<file path="src/rtl/sio_pkg.sv">
package sio_pkg;
    localparam int BYTE_W = 8;
    localparam int ADDR_W = 7;

    typedef enum logic [2:0] {
        ST_HOLD,
        ST_ADDR,
        ST_WDATA,
        ST_TURN,
        ST_RDATA,
        ST_SRST
    } sio_state_e;
endpackage

</file>
<file path="src/rtl/sio_sync.sv">
// Flop synchroniser for the serial lines plus edge detection on the clock line.
module sio_sync #(
    parameter int STAGES = 2  // at least 2
) (
    input  logic clk,
    input  logic rst_n,
    input  logic sck_in,
    input  logic sdio_in,
    output logic sck_rise,
    output logic sck_fall,
    output logic sdi
);
    logic [STAGES:0]   sck_pipe;
    logic [STAGES-1:0] dat_pipe;

    always_ff @(posedge clk or negedge rst_n) begin
        if (!rst_n) begin
            sck_pipe <= '1;
            dat_pipe <= '0;
        end else begin
            sck_pipe <= {sck_pipe[STAGES-1:0], sck_in};
            dat_pipe <= {dat_pipe[STAGES-2:0], sdio_in};
        end
    end

    assign sck_rise = sck_pipe[STAGES-1] & ~sck_pipe[STAGES];
    assign sck_fall = ~sck_pipe[STAGES-1] & sck_pipe[STAGES];
    assign sdi      = dat_pipe[STAGES-1];
endmodule

</file>
<file path="src/rtl/sio_ready.sv">
// Counts frame ticks after a reset and raises ready once the count is reached.
module sio_ready #(
    parameter int SETTLE_TICKS = 3
) (
    input  logic clk,
    input  logic rst_n,
    input  logic srst,
    input  logic frame_tick,
    output logic ready
);
    localparam int CNT_W = $clog2(SETTLE_TICKS + 1);
    logic [CNT_W-1:0] cnt_q;

    always_ff @(posedge clk or negedge rst_n) begin
        if (!rst_n)
            cnt_q <= '0;
        else if (srst)
            cnt_q <= '0;
        else if (frame_tick && cnt_q != CNT_W'(SETTLE_TICKS))
            cnt_q <= cnt_q + CNT_W'(1);
    end

    assign ready = (cnt_q == CNT_W'(SETTLE_TICKS));
endmodule

</file>
<file path="src/rtl/sio_regfile.sv">
// Register file; entry 0 is the configuration register whose top bit self-clears on soft reset.
module sio_regfile #(
    parameter int NREGS = 4,
    parameter int AW    = 7,
    parameter int DW    = 8
) (
    input  logic          clk,
    input  logic          rst_n,
    input  logic          srst,
    input  logic          wr_en,
    input  logic [AW-1:0] wr_addr,
    input  logic [DW-1:0] wr_data,
    input  logic [AW-1:0] rd_addr,
    output logic [DW-1:0] rd_data,
    output logic [DW-1:0] cfg_q
);
    logic [DW-1:0] regs [NREGS];

    always_ff @(posedge clk or negedge rst_n) begin
        if (!rst_n) begin
            for (int i = 0; i < NREGS; i++) regs[i] <= '0;
        end else if (srst) begin
            for (int i = 0; i < NREGS; i++)
                regs[i] <= (i == 0) ? {1'b0, regs[0][DW-2:0]} : '0;
        end else if (wr_en) begin
            for (int i = 0; i < NREGS; i++)
                if (wr_addr == AW'(i)) regs[i] <= wr_data;
        end
    end

    always_comb begin
        rd_data = '0;
        for (int i = 0; i < NREGS; i++)
            if (rd_addr == AW'(i)) rd_data = regs[i];
    end

    assign cfg_q = regs[0];
endmodule

</file>
<file path="src/rtl/sio_reg_slave.sv">
module sio_reg_slave
    import sio_pkg::*;
#(
    parameter int NREGS        = 4,
    parameter int TIMEOUT      = 64,
    parameter int TURN_FALLS   = 2,
    parameter int SETTLE_TICKS = 3,
    parameter int SYNC_STAGES  = 2
) (
    input  logic        clk,
    input  logic        rst_n,
    input  logic        sck_in,
    input  logic        sdio_in,
    output logic        sdio_out,
    output logic        sdio_oe,
    input  logic        frame_tick,
    output logic        ready,
    output logic [7:0]  cfg_q
);
    localparam int IDLE_W = $clog2(TIMEOUT + 1);
    localparam int TURN_W = $clog2(TURN_FALLS + 1);
    localparam int CNT_W  = $clog2(BYTE_W);

    logic sck_rise, sck_fall, sdi;

    sio_sync #(.STAGES(SYNC_STAGES)) u_sync (
        .clk      (clk),
        .rst_n    (rst_n),
        .sck_in   (sck_in),
        .sdio_in  (sdio_in),
        .sck_rise (sck_rise),
        .sck_fall (sck_fall),
        .sdi      (sdi)
    );

    sio_state_e        state_q, state_d, cur;
    logic [CNT_W-1:0]  cnt_q, cnt_d, cnt_c;
    logic [BYTE_W-1:0] sh_q, sh_d, wr_data, rd_data;
    logic [ADDR_W-1:0] addr_q, addr_d;
    logic [TURN_W-1:0] turn_q, turn_d;
    logic [IDLE_W-1:0] idle_q;
    logic              timeout, abort, wr_en, srst;

    assign timeout = (idle_q == IDLE_W'(TIMEOUT));
    assign srst    = (state_q == ST_SRST);
    assign abort   = timeout && (state_q inside {ST_ADDR, ST_WDATA, ST_TURN, ST_RDATA});
    assign wr_data = {sh_q[BYTE_W-2:0], sdi};

    // Idle watchdog on the serial clock line
    always_ff @(posedge clk or negedge rst_n) begin
        if (!rst_n)
            idle_q <= '0;
        else if (srst || sck_rise || sck_fall)
            idle_q <= '0;
        else if (!timeout)
            idle_q <= idle_q + IDLE_W'(1);
    end

    // State register
    always_ff @(posedge clk or negedge rst_n) begin
        if (!rst_n) state_q <= ST_HOLD;
        else        state_q <= state_d;
    end

    // Datapath registers
    always_ff @(posedge clk or negedge rst_n) begin
        if (!rst_n) begin
            cnt_q  <= '0;
            sh_q   <= '0;
            addr_q <= '0;
            turn_q <= '0;
        end else begin
            cnt_q  <= cnt_d;
            sh_q   <= sh_d;
            addr_q <= addr_d;
            turn_q <= turn_d;
        end
    end

    // Next state and datapath
    always_comb begin
        cur     = abort ? ST_ADDR : state_q;
        cnt_c   = abort ? '0 : cnt_q;
        state_d = cur;
        cnt_d   = cnt_c;
        sh_d    = sh_q;
        addr_d  = addr_q;
        turn_d  = turn_q;
        wr_en   = 1'b0;
        unique case (cur)
            ST_HOLD: begin
                cnt_d = '0;
                if (timeout) state_d = ST_ADDR;
            end
            ST_ADDR: begin
                if (sck_rise) begin
                    sh_d  = wr_data;
                    cnt_d = cnt_c + CNT_W'(1);
                    if (cnt_c == CNT_W'(BYTE_W - 1)) begin
                        addr_d  = wr_data[ADDR_W-1:0];
                        turn_d  = '0;
                        state_d = sh_q[ADDR_W-1] ? ST_WDATA : ST_TURN;
                    end
                end
            end
            ST_WDATA: begin
                if (sck_rise) begin
                    sh_d  = wr_data;
                    cnt_d = cnt_c + CNT_W'(1);
                    if (cnt_c == CNT_W'(BYTE_W - 1)) begin
                        wr_en   = 1'b1;
                        state_d = (addr_q == '0 && wr_data[BYTE_W-1]) ? ST_SRST : ST_ADDR;
                    end
                end
            end
            ST_TURN: begin
                if (sck_fall) begin
                    if (turn_q == TURN_W'(TURN_FALLS - 1)) begin
                        sh_d    = rd_data;
                        cnt_d   = '0;
                        state_d = ST_RDATA;
                    end else begin
                        turn_d = turn_q + TURN_W'(1);
                    end
                end
            end
            ST_RDATA: begin
                if (sck_fall) begin
                    sh_d = {sh_q[BYTE_W-2:0], 1'b0};
                end else if (sck_rise) begin
                    cnt_d = cnt_c + CNT_W'(1);
                    if (cnt_c == CNT_W'(BYTE_W - 1)) state_d = ST_ADDR;
                end
            end
            ST_SRST: begin
                cnt_d   = '0;
                state_d = ST_HOLD;
            end
            default: state_d = ST_HOLD;
        endcase
    end

    // Outputs
    always_comb begin
        sdio_oe  = (state_q == ST_RDATA);
        sdio_out = (state_q == ST_RDATA) ? sh_q[BYTE_W-1] : 1'b0;
    end

    sio_regfile #(.NREGS(NREGS), .AW(ADDR_W), .DW(BYTE_W)) u_regs (
        .clk     (clk),
        .rst_n   (rst_n),
        .srst    (srst),
        .wr_en   (wr_en),
        .wr_addr (addr_q),
        .wr_data (wr_data),
        .rd_addr (addr_q),
        .rd_data (rd_data),
        .cfg_q   (cfg_q)
    );

    sio_ready #(.SETTLE_TICKS(SETTLE_TICKS)) u_ready (
        .clk        (clk),
        .rst_n      (rst_n),
        .srst       (srst),
        .frame_tick (frame_tick),
        .ready      (ready)
    );
endmodule

</file>
<file path="config.mk">
export PLATFORM = sky130hd
export DESIGN_NAME = sio_reg_slave
export DESIGN_NICKNAME = d
export VERILOG_FILES = /design/src/rtl/sio_pkg.sv /design/src/rtl/sio_sync.sv /design/src/rtl/sio_ready.sv /design/src/rtl/sio_regfile.sv /design/src/rtl/sio_reg_slave.sv
export SDC_FILE = /design/constraint.sdc
export NUM_CORES = 1
export LEC_CHECK = 0
export ABC_AREA = 0
export BUFFER_PORTS_ARGS = -buffer_cell sky130_fd_sc_hd__buf_2
export CAP_MARGIN = 20
export CORE_ASPECT_RATIO = 1.75
export CORE_MARGIN = 4
export CORE_UTILIZATION = 40
export DETAILED_ROUTE_END_ITERATION = 12
export PLACE_DENSITY = 0.52
export RECOVER_POWER = 100
export SETUP_SLACK_MARGIN = 0.05
export SLEW_MARGIN = 30
export SYNTH_ARGS = -nofsm -noshare
export SYNTH_HDL_FRONTEND = slang
export SYNTH_HIERARCHICAL = 1
export SYNTH_SLANG_ARGS = --single-unit
</file>
<file path="constraint.sdc">
create_clock -name clk -period 9.27 [get_ports clk]
set_input_delay 1.854 -clock clk [delete_from_list [all_inputs] [get_ports clk]]
set_output_delay 1.854 -clock clk [all_outputs]
set_load 0.01 [all_outputs]
</file>
==> results summary <==
The run finished, with violations left. The checks that failed: max-capacitance violations, max-slew violations. The floorplan has 46 rows. After clock tree synthesis, the clock-pin slew on the worst setup and hold paths is roughly 0.050 ns. The slew of the pin with the lowest slew margin came out at between 3 and 4 ns. Measured in cells, the most critical reg-to-reg path has a length of 11. The number of placed instances, taps included is ~470. The synthesized design spends more area on one cell type than any other, namely sky130_fd_sc_hd__dfrtp_1. The number of hold buffers added after CTS was 0. Entering global routing, the biggest net connects 70 pins. The mean number of vias per cell is about 5.6. The count of cell types in the netlist is 53. The maximum clock frequency is slightly below 0.2 GHz. The post-synthesis instance total came out at ~360. Of the total power, combinational logic draws 0.050. The yosys synthesis warning count is 6. After the first detailed-routing iteration, the DRC count stood at between 100 and 150. Of the available clock period, the critical path in the final layout requires 0.558. Summed over all nets, the switching power comes to between 150 and 200 uW. The total number of vias came out at between 2k and 3k. The total track usage came out at 0.176. The count of unresolved DRC violations after routing is 0. The effective utilization at floorplan came out at 0.415.

The clock tree root buffer cell is sky130_fd_sc_hd__clkbuf_16. The floorplan step defined a die boundary enclosing between 10,000 and 15,000 um2. The kind of capture point of the worst setup path is an asynchronous set/reset pin.

The total power divided by cell area came out at approximately 180 nW/um2. The cell depth of the worst min-delay path is 0. The detailed-route wire length is about 8700 um. The first detailed-routing pass took 4 iterations. For this design, the slowest cell found on the critical path is sky130_fd_sc_hd__clkbuf_1. The number of buffers inserted by port buffering came out at 15. The per-cell routed wire length came out at approximately 18 um. The register-to-register path setup slack came out at 4.36 ns. Leaving out fill and tap cells, the most frequent cell in the layout is sky130_fd_sc_hd__dfrtp_1. The sequential element share of the synthesized area is 0.456. The area growth from synthesis to final layout is 9.27%. The final instance count without filler cells is about 480.

TritonCTS built the clock tree. The number of buffers and inverters on the critical path is 2. The proportion of netlist area held by the largest area contributor came out at 0.435. The static power due to leakage came out at 1.80 nW. The final layout net count is around 370.

Clock skew on the completed layout was measured at 0.00571 ns. Setup repair after global routing left no endpoint under its margin. The leftover overflow at the end of global routing is 0. Of the total power, the share spent switching nets is 0.210.

The number of max-slew violations in the final report came out at 70. The post-synth net total is 372. Traced cell by cell, the critical path runs through buf_2 > clkbuf_1. The number of buffers added by the clock tree synthesis step is 9. The internal power is about 570 uW. The count of max-cap constraint violations came out at 1. The final setup TNS is 0 ns. The number of buffers on the longest clock path came out at 2. The worst setup path is launched from a primary input. The maximum fanout along the worst path is 69. The startpoint identified for the worst register-to-register timing path is state_q[2]. Of the cells placed in the final design, the portion with a size suffix greater than 1 is 0.204.

The hold path endpoint is u_sync/dat_pipe[1]. By area the synthesized netlist is led by sky130_fd_sc_hd__dfrtp_1 (44%), sky130_fd_sc_hd__mux2_2 (8.9%), sky130_fd_sc_hd__o21ai_0 (4.7%). The placed instance area came out at about 3800 um2. In this run the most critical hold path is launched from u_sync/dat_pipe[0]. The share of total power dissipated in the clock network is 0.516. The critical path is of the primary input to asynchronous set/reset pin type.

The share of synthesized registers carrying an async set or reset is 1.00. The count of filler cells inserted in the layout came out at between 800 and 900. The largest stage delay on the critical path came out at between 2 and 3 ns. Clock latency on the worst-skew pair, taken at its later pin, is about 0.33 ns. The TritonCTS sink count came out at a little under 70. The combined area of all synthesized cells is 3790 um2. The post-synthesis average cell area is roughly 11 um2. The die outline height came out at ~140 um. The number of failing setup endpoints in the final timing report is 0. Once layout is done, the placed cells without fillers occupy between 4000 and 5000 um2. The number of global-route vias before repair was ~2.9k. The initial antenna violation count came out at 0.

The critical path starts at rst_n. Yosys mapped a number of flops with a built-in enable equal to 0. The top flip-flop cell by instance count after synthesis is sky130_fd_sc_hd__dfrtp_1. The endpoint of the worst register-to-register path is u_regs/cfg_q[2]. The count of boundary I/O pins is 16. The antenna diode instance count is 0. The wire length of the first global-routing pass came out at 14,700 um. Synthesis inferred about 70 register bits. The path type of the worst min-delay path is flop to flop. The detailed placer's ending HPWL is 6130 um. The detail route stage leaves a number of antenna-violating nets equal to 0. The data arrival time of the critical path came out at between 4 and 5 ns. The count of final hold-check violations came out at 0. The worst slew slack as a fraction of its limit is -1.58. The share of total power in sequential cells is 0.434. The maximum resistive drop on vdd came out at between 0.0001 and 0.00015 V. The required time of the critical path came out at a little under 9 ns. The area of the core came out at 9150 um2. The final critical path time including I/O delays and setup is approximately 5.2 ns. The post-CTS setup repair buffer count came out at 0. In the layout the commonest cells are sky130_fd_sc_hd__dfrtp_1 (66), sky130_fd_sc_hd__o21ai_0 (36), sky130_fd_sc_hd__a21oi_1 (32), sky130_fd_sc_hd__mux2_2 (30), sky130_fd_sc_hd__or3_1 (27). The number of levels the H-tree was split into is 3. The placer congestion estimate came out at ~0.8. The post-cts resize count is 0. Grouping stages by cell kind, the critical path spends the most delay in buffers and inverters. The die boundary width is slightly above 80 um.
how the worst max path moves through the flow:
stage	cells past startpoint	end
after global routing	2	u_regs/regs[11]
after CTS	11	u_regs/cfg_q[5]
after detailed placement	11	u_regs/cfg_q[5]
final	2	addr_q[2]
after global placement	11	u_regs/cfg_q[6]
after floorplan	14	u_regs/cfg_q[0]
sequential cells by signal (all words and copies together) (netlist names):
name	cells
u_ready/cnt_q	2
turn_q	2
u_sync/dat_pipe	2
u_regs/regs	24
u_regs/cfg_q	8
addr_q	7
cnt_q	3
idle_q	7
sh_q	8
state_q	3
u_sync/sck_pipe	3
power groups by stage:
stage                     logic [mW]  clock network (mW)  registers, mW
after CTS                     0.0410               0.385          0.316
final                         0.0365               0.375          0.315
after detailed placement      0.0412                   0          0.321
after floorplan               0.0268                   0          0.319
after global routing          0.0433               0.396          0.316
after global placement        0.0388                   0          0.320
metrics by stage:
| stage | hold slack (ns) | util | setup slack [ns] | total power [mW] |
|---|---|---|---|---|
| floorplan | 0.331 | - | 5.84 | 0.346 |
| global placement | 0.336 | 0.421 | 4.94 | 0.359 |
| detailed placement | 0.347 | 0.421 | 4.94 | 0.362 |
| CTS | 0.360 | 0.456 | 4.92 | 0.742 |
| global route | 0.358 | 0.453 | 3.36 | 0.755 |
| finish | 0.355 | 0.453 | 4.10 | 0.727 |
synthesized netlist by cell type, types with 2 or more instances:
master	count
sky130_fd_sc_hd__inv_1	8
sky130_fd_sc_hd__mux4_2	8
sky130_fd_sc_hd__ha_1	6
sky130_fd_sc_hd__mux2_2	30
sky130_fd_sc_hd__or4b_2	2
sky130_fd_sc_hd__a31o_2	3
sky130_fd_sc_hd__clkbuf_1	12
sky130_fd_sc_hd__nand2_1	20
sky130_fd_sc_hd__nand3b_1	2
sky130_fd_sc_hd__xor2_1	2
sky130_fd_sc_hd__o21ai_0	36
sky130_fd_sc_hd__nand3_1	6
sky130_fd_sc_hd__o211ai_1	3
sky130_fd_sc_hd__a21oi_1	32
sky130_fd_sc_hd__nor3_4	2
sky130_fd_sc_hd__dfrtp_1	66
sky130_fd_sc_hd__nor2_1	13
sky130_fd_sc_hd__and2_1	4
sky130_fd_sc_hd__buf_4	10
sky130_fd_sc_hd__nand2b_1	3
sky130_fd_sc_hd__dfstp_2	3
sky130_fd_sc_hd__a31oi_1	4
sky130_fd_sc_hd__buf_2	6
sky130_fd_sc_hd__or3_1	27
sky130_fd_sc_hd__clkbuf_2	3
sky130_fd_sc_hd__xnor2_1	3
sky130_fd_sc_hd__nand4_1	3
sky130_fd_sc_hd__nor2b_1	6
sky130_fd_sc_hd__and3_1	14
final cells by class:
cell class,count,area [um2],share of cell area
multi-input combinational,251,1830,0.441
tap,120,150,0.0362
clock inverter,4,70.1,0.0169
sequential,69,1730,0.417
timing repair buffer,18,81.3,0.0196
clock buffer,12,256,0.0619
inverter,8,30.0,0.00724
cell families after synthesis:
logic type      share of synthesized area
simple gates                        0.183
compound gates                      0.126
flops                               0.456
buf+inv                            0.0584
mux                                 0.143
fa+ha+maj                          0.0224
xor+xnor                           0.0115
routing by layer:
layer	up-vias	wire length, um	global-route usage
met5	-	0	0
met4	0	181	0.0721
met1	1335	3410	0.194
met3	12	226	0.0343
met2	47	4880	0.320
li1	1292	-	-
Power figures use the tool's default switching activity.
